--- config.mk ---
export PLATFORM = sky130hd
export DESIGN_NAME = ref_selector
export DESIGN_NICKNAME = d
export VERILOG_FILES = /design/src/rtl/ref_sel_pkg.sv /design/src/rtl/ref_activity_mon.sv /design/src/rtl/ref_rank_arbiter.sv /design/src/rtl/ref_selector.sv
export SDC_FILE = /design/constraint.sdc
export NUM_CORES = 1
export LEC_CHECK = 0
export ABC_AREA = 1
export BUFFER_PORTS_ARGS = -buffer_cell sky130_fd_sc_hd__buf_2
export CAP_MARGIN = 20
export CORE_MARGIN = 5
export CORE_UTILIZATION = 54
export DETAILED_ROUTE_END_ITERATION = 8
export HOLD_SLACK_MARGIN = 0.08
export PLACE_DENSITY_LB_ADDON = 0.08
export SLEW_MARGIN = 20
export SYNTH_ARGS = -nofsm -noshare
export SYNTH_HDL_FRONTEND = slang
export SYNTH_HIERARCHICAL = 1
export SYNTH_SLANG_ARGS = --single-unit
--- constraint.sdc ---
create_clock -name clk -period 6 [get_ports clk]
set_clock_uncertainty 0.05 [all_clocks]
set_input_delay 0.6 -clock clk [delete_from_list [all_inputs] [get_ports clk]]
set_output_delay 0.6 -clock clk [all_outputs]
set_load 0.02 [all_outputs]
--- src/rtl/ref_sel_pkg.sv ---
package ref_sel_pkg;
    localparam int QL_W     = 4;
    localparam int RANK_W   = 3;
    localparam int N_CODES  = 1 << QL_W;
    localparam int TBL_W    = N_CODES * RANK_W;
    localparam logic [QL_W-1:0] DNU_CODE = 4'hF;

    typedef enum logic [1:0] {
        ST_FREERUN = 2'd0,
        ST_LOCKED  = 2'd1,
        ST_SQUELCH = 2'd2
    } sel_state_e;
endpackage

--- src/rtl/ref_activity_mon.sv ---
module ref_activity_mon #(
    parameter int CNT_W = 8,
    parameter int WTR_W = 4
) (
    input  logic             clk,
    input  logic             rst_n,
    input  logic             ref_clk_i,
    input  logic             win_end_i,
    input  logic [CNT_W-1:0] win_min_i,
    input  logic [CNT_W-1:0] win_max_i,
    input  logic [WTR_W-1:0] wtr_i,
    output logic             valid_o
);
    logic [2:0]       sync_q;
    logic             rise;
    logic [CNT_W-1:0] cnt_q;
    logic [CNT_W-1:0] cnt_tot;
    logic [WTR_W-1:0] good_q;
    logic             win_good;

    assign rise     = sync_q[1] & ~sync_q[2];
    assign cnt_tot  = (cnt_q == {CNT_W{1'b1}}) ? cnt_q : cnt_q + CNT_W'(rise);
    assign win_good = (cnt_tot >= win_min_i) && (cnt_tot <= win_max_i);

    always_ff @(posedge clk or negedge rst_n) begin
        if (!rst_n) begin
            sync_q <= '0;
        end else begin
            sync_q <= {sync_q[1:0], ref_clk_i};
        end
    end

    always_ff @(posedge clk or negedge rst_n) begin
        if (!rst_n) begin
            cnt_q   <= '0;
            good_q  <= '0;
            valid_o <= 1'b0;
        end else if (win_end_i) begin
            cnt_q <= '0;
            if (!win_good) begin
                valid_o <= 1'b0;
                good_q  <= '0;
            end else if (valid_o || good_q == wtr_i) begin
                valid_o <= 1'b1;
            end else begin
                good_q <= good_q + 1'b1;
            end
        end else begin
            cnt_q <= cnt_tot;
        end
    end

    // a window outside limits clears activity at once
    a_r2_bad_window_fails: assert property (@(posedge clk) disable iff (!rst_n)
        (win_end_i && !win_good) |=> !valid_o);
    // activity only changes at a window end
    a_r1_change_at_window: assert property (@(posedge clk) disable iff (!rst_n)
        !win_end_i |=> $stable(valid_o));
endmodule

--- src/rtl/ref_rank_arbiter.sv ---
module ref_rank_arbiter
    import ref_sel_pkg::*;
#(
    parameter int N_REFS = 4,
    parameter int PRIO_W = 2,
    parameter int SEL_W  = 3
) (
    input  logic [N_REFS-1:0]        valid_i,
    input  logic [N_REFS*QL_W-1:0]   ql_i,
    input  logic [TBL_W-1:0]         rank_tbl_i,
    input  logic [N_REFS*PRIO_W-1:0] prio_i,
    output logic [N_REFS-1:0]        usable_o,
    output logic                     found_o,
    output logic [SEL_W-1:0]         best_idx_o,
    output logic [RANK_W-1:0]        best_rank_o
);
    logic [RANK_W-1:0] rank_a [N_REFS];

    for (genvar g = 0; g < N_REFS; g++) begin : g_rank
        logic [QL_W-1:0] code;
        assign code      = ql_i[g*QL_W +: QL_W];
        assign rank_a[g] = (code == DNU_CODE) ? '0
                         : rank_tbl_i[int'(code)*RANK_W +: RANK_W];
        assign usable_o[g] = valid_i[g] && (rank_a[g] != '0);
    end

    always_comb begin
        logic [PRIO_W-1:0] best_prio;
        found_o     = 1'b0;
        best_idx_o  = '0;
        best_rank_o = '0;
        best_prio   = '1;
        for (int i = 0; i < N_REFS; i++) begin
            if (usable_o[i] &&
                (!found_o || rank_a[i] > best_rank_o ||
                 (rank_a[i] == best_rank_o &&
                  prio_i[i*PRIO_W +: PRIO_W] < best_prio))) begin
                found_o     = 1'b1;
                best_idx_o  = SEL_W'(i);
                best_rank_o = rank_a[i];
                best_prio   = prio_i[i*PRIO_W +: PRIO_W];
            end
        end
    end
endmodule

--- src/rtl/ref_selector.sv ---
module ref_selector
    import ref_sel_pkg::*;
#(
    parameter int N_REFS  = 4,
    parameter int PRIO_W  = 2,
    parameter int CNT_W   = 8,
    parameter int WTR_W   = 4,
    parameter int WIN_LEN = 64,
    localparam int SEL_W  = $clog2(N_REFS + 1),
    localparam int WIN_W  = $clog2(WIN_LEN)
) (
    input  logic                     clk,
    input  logic                     rst_n,
    input  logic [N_REFS-1:0]        ref_clk_i,
    input  logic [N_REFS*QL_W-1:0]   ref_ql_i,
    input  logic [TBL_W-1:0]         rank_tbl_i,
    input  logic [N_REFS*PRIO_W-1:0] prio_i,
    input  logic [CNT_W-1:0]         win_min_i,
    input  logic [CNT_W-1:0]         win_max_i,
    input  logic [WTR_W-1:0]         wtr_i,
    input  logic [RANK_W-1:0]        sq_thr_i,
    output logic [SEL_W-1:0]         sel_o,
    output logic                     squelch_o
);
    localparam logic [SEL_W-1:0] LO_SEL = SEL_W'(N_REFS);

    logic [WIN_W-1:0]  win_cnt_q;
    logic              win_end;
    logic [N_REFS-1:0] valid_w;
    logic [N_REFS-1:0] usable_w;
    logic              found_w;
    logic [SEL_W-1:0]  best_idx_w;
    logic [RANK_W-1:0] best_rank_w;
    sel_state_e        state_q, state_d;
    logic [SEL_W-1:0]  sel_q, sel_d;

    assign win_end = (win_cnt_q == WIN_W'(WIN_LEN - 1));

    always_ff @(posedge clk or negedge rst_n) begin
        if (!rst_n) begin
            win_cnt_q <= '0;
        end else if (win_end) begin
            win_cnt_q <= '0;
        end else begin
            win_cnt_q <= win_cnt_q + 1'b1;
        end
    end

    for (genvar g = 0; g < N_REFS; g++) begin : g_mon
        ref_activity_mon #(.CNT_W(CNT_W), .WTR_W(WTR_W)) u_mon (
            .clk       (clk),
            .rst_n     (rst_n),
            .ref_clk_i (ref_clk_i[g]),
            .win_end_i (win_end),
            .win_min_i (win_min_i),
            .win_max_i (win_max_i),
            .wtr_i     (wtr_i),
            .valid_o   (valid_w[g])
        );
    end

    ref_rank_arbiter #(.N_REFS(N_REFS), .PRIO_W(PRIO_W), .SEL_W(SEL_W)) u_arb (
        .valid_i     (valid_w),
        .ql_i        (ref_ql_i),
        .rank_tbl_i  (rank_tbl_i),
        .prio_i      (prio_i),
        .usable_o    (usable_w),
        .found_o     (found_w),
        .best_idx_o  (best_idx_w),
        .best_rank_o (best_rank_w)
    );

    // Next state: ACQUIRE, ACQUIRE_LOW, DEGRADE, RECOVER, LOSE
    always_comb begin
        state_d = state_q;
        sel_d   = found_w ? best_idx_w : LO_SEL;
        unique case (state_q)
            ST_FREERUN: begin
                if (found_w)
                    state_d = (best_rank_w >= sq_thr_i) ? ST_LOCKED : ST_SQUELCH;
            end
            ST_LOCKED: begin
                if (!found_w)                     state_d = ST_FREERUN;
                else if (best_rank_w < sq_thr_i)  state_d = ST_SQUELCH;
            end
            ST_SQUELCH: begin
                if (!found_w)                     state_d = ST_FREERUN;
                else if (best_rank_w >= sq_thr_i) state_d = ST_LOCKED;
            end
            default: state_d = ST_FREERUN;
        endcase
    end

    always_ff @(posedge clk or negedge rst_n) begin
        if (!rst_n) begin
            state_q <= ST_FREERUN;
            sel_q   <= LO_SEL;
        end else begin
            state_q <= state_d;
            sel_q   <= sel_d;
        end
    end

    always_comb begin
        sel_o     = sel_q;
        squelch_o = (state_q != ST_LOCKED);
    end

    // nothing usable leads to local oscillator and squelch
    a_r8_fallback: assert property (@(posedge clk) disable iff (!rst_n)
        !(|usable_w) |=> (squelch_o && sel_o == LO_SEL));
    // something usable means the local oscillator is not selected
    a_r8_no_lo_when_usable: assert property (@(posedge clk) disable iff (!rst_n)
        (|usable_w) |=> (sel_o != LO_SEL));

    for (genvar g = 0; g < N_REFS; g++) begin : g_chk
        // a selected candidate was usable one cycle earlier
        a_r6_sel_usable: assert property (@(posedge clk) disable iff (!rst_n)
            (sel_o == SEL_W'(g)) |-> $past(usable_w[g]));
        // a selected candidate did not carry the do-not-use code
        a_r5_no_dnu: assert property (@(posedge clk) disable iff (!rst_n)
            (sel_o == SEL_W'(g)) |-> ($past(ref_ql_i[g*QL_W +: QL_W]) != DNU_CODE));
    end
endmodule

==> impl_metrics.env <==
export IMPL_synth_seq_area_share=0.228
export IMPL_syn_nets=1471
export IMPL_syn_avg_cell_area_um2=6.46
export IMPL_grt_usage=0.248
export IMPL_wl_per_cell_um=14.3
export IMPL_synth_area_leader_cell="dfrtp_1"
export IMPL_insertion_delay_ps=340
export IMPL_numCtsBuffers=9
export IMPL_grt_ovfl_total=0
export IMPL_hold_ws_ps=223
export IMPL_synth_cell_types=40
export IMPL_synthesis_area_um2=8250
export IMPL_syn_inst=1278
export IMPL_antenna_found_initial=1
export IMPL_dpl_hpwl_um=17200
export IMPL_async_reset_ff_frac=1.00
export IMPL_firstDrtPassIters=6
export IMPL_worst_pin_slew_ps=767
export IMPL_num_vias=8422
export IMPL_grt_pass1_vias=7790
export IMPL_slowest_stage="ha_1"
export IMPL_period_needed_ps=5450
export IMPL_rows=45
export IMPL_die_x_um=134
export IMPL_portBuffers=104
export IMPL_hold_viol_final=0
export IMPL_h_tree_depth=3
export IMPL_cts_path_max_buffers=2
export IMPL_synth_main_ff_cell="dfrtp_1"
export IMPL_die_h_um=134
export IMPL_worstSetupPathType="in -> reg"
export IMPL_cp_max_fo=15
export IMPL_grt_first_pass_wirelength_um=36400
export IMPL_start_util=0.547
export IMPL_critPathRequiredTime_ps=6180
export IMPL_drive_gt1_frac=0.149
export IMPL_run_status="finished clean"
export IMPL_totalPowerFinal_w=0.00271
export IMPL_synthTopCellsByArea="dfrtp_1, nand2_1, ha_1, inv_1, nand3_1"
export IMPL_via_per_inst=5.41
export IMPL_postCtsSetupRepairBufs=0
export IMPL_final_area_um2=9260
export IMPL_cts_tree="done"
export IMPL_maxSlewViolCount=0
export IMPL_vdd_ir_drop_max_v=0.000244
export IMPL_drcViolationCount=0
export IMPL_ios=105
export IMPL_routabilityCongestion=0.989
export IMPL_final_antenna_net_count=0
export IMPL_max_stage_delay_ps=350
export IMPL_drt_iter0_markers=629
export IMPL_netlist_area_leader_share=0.224
export IMPL_nets=1556
export IMPL_drv_cap=0
export IMPL_synth_edf_count=0
export IMPL_cpMostUsedCell="nand2_1"
export IMPL_root_buffer="clkbuf_16"
export IMPL_postPlaceCellArea_um2=8880
export IMPL_worst_setup_path_end_kind="flop"
export IMPL_ys_seq_elements=75
export IMPL_period_share=0.908
export IMPL_arrival_ps=5630
export IMPL_cts_sinks=75
export IMPL_leakage_nw=5.32
export IMPL_worstHoldPathType="in -> async"
export IMPL_totalWireLength_um=22300
export IMPL_final_setup_viol_count=0
export IMPL_clkSlewWorstSetupHoldPaths_ps=60
export IMPL_power_density_nw_per_um2=293
export IMPL_start_kind="primary input"
export IMPL_core_um2=15100
export IMPL_post_route_util=0.614
export IMPL_tns_ps=0
export IMPL_yosys_warnings=6
export IMPL_syn2layout_area_growth_pct=12.2
export IMPL_slew_headroom=0.489
export IMPL_grt_max_degree=76
export IMPL_max_freq_mhz=183
export IMPL_die_area_um2=17900
==> Yosys cell counts (5+ instances only) <==
master,number
nand3_1,114
xor2_1,10
a21oi_1,107
inv_1,191
buf_2,9
clkbuf_1,22
a21o_1,7
nand2_2,11
nor2_2,6
nand4_1,12
o211ai_1,7
a31oi_1,6
nor2_1,92
ha_1,92
xnor2_1,28
a21oi_2,18
clkinv_1,6
nand2_1,319
o21ai_0,85
or2_1,5
inv_2,15
dfrtp_1,74
==> sequential cells by signal, indices dropped and copies added, names as in the netlist <==
register / cells
g_mon.u_mon/cnt_q: 32
g_mon.u_mon/good_q: 16
g_mon.u_mon/sync_q: 12
win_cnt_q: 6
g_mon.u_mon/valid_o: 4
sel_o: 3
state_q: 2
==> through the flow <==
stage,std cells,worst slack [ps]
detailed placement,1539,-38.8
global placement,1539,149
CTS,1555,318
global route,1557,-21.6
floorplan,1278,588
finish,1557,550
==> cell type report <==
type                    instances  area [um^2]
fillers                      1483         5830
multi-input cells             953         5430
flip-flops and latches         75         1880
inverters                     212          798
repair buffers                112          619
well taps                     188          235
clock buffers                  10          229
clock inverters                 6         65.1
diodes                          1         2.50
==> cell usage in the layout (no fill, tap or decap), drive strengths merged, types with 4 or more instances in the layout <==
master,n
a21o,7
a21oi,125
a31oi,6
and3,4
buf,110
clkbuf,12
clkinv,9
dfrtp,74
ha,92
inv,207
nand2,331
nand3,118
nand3b,5
nand4,12
nor2,98
nor3,6
o211ai,7
o21a,4
o21ai,89
or2,6
xnor2,28
xor2,10
==> worst paths after layout <==
path                                               start                  endpoint  slack (ps)  cells past startpoint
worst max-delay path                         ref_ql_i[0]                state_q[0]         550                     47
worst min-delay path                               rst_n                state_q[0]         220                      1
worst max register to register    g_mon[0].u_mon/valid_o                state_q[0]        1390                     36
worst min register to register  g_mon[0].u_mon/sync_q[0]  g_mon[0].u_mon/sync_q[1]         300                      0
max in group asynchronous                          rst_n   g_mon[1].u_mon/cnt_q[2]        5200                      1
min in group clk                g_mon[0].u_mon/sync_q[0]  g_mon[0].u_mon/sync_q[1]         300                      0
==> where the power goes <==
part,internal [W],switching (W),total (W)
clock,0.000323,0.000220,0.000542
combinational,0.000587,0.000891,0.00148
sequential,0.000601,0.0000906,0.000692
==> what timing repair did <==
action / in CTS / in global routing
resized for setup: 0 / 15
hold buffers: 0 / 0
hold endpoints to repair: 0 / 0
endpoints found under the setup margin: 0 / 2
==> logic make-up (layout without fill, tap and decap cells) <==
kind of cell,count (synthesis),count (layout),synth area share
XOR/XNOR,38,38,0.0403
buffers and inverters,250,340,0.120
flip-flops,75,75,0.228
AO/OA/AOI/OAI,241,241,0.162
adder cells (fa/ha/maj),92,92,0.140
AND/OR/NAND/NOR,581,581,0.310
other,1,2,0.000455
==> critical path, delay by kind of cell <==
kind	cells	cell delay (ps)
compound gates	7	670
fa+ha+maj	4	1230
buf+inv	5	540
simple gates	31	2600
==> per-layer routing <==
layer / GRT usage / vias up / wire length (um)
met2: 0.420 / 296 / 10300
met4: 0.0823 / 0 / 622
met1: 0.320 / 3783 / 9820
met5: 0 / - / 0
li1: - / 4304 / -
met3: 0.0457 / 39 / 1530
No activity file was read; power rests on OpenSTA's default activity.
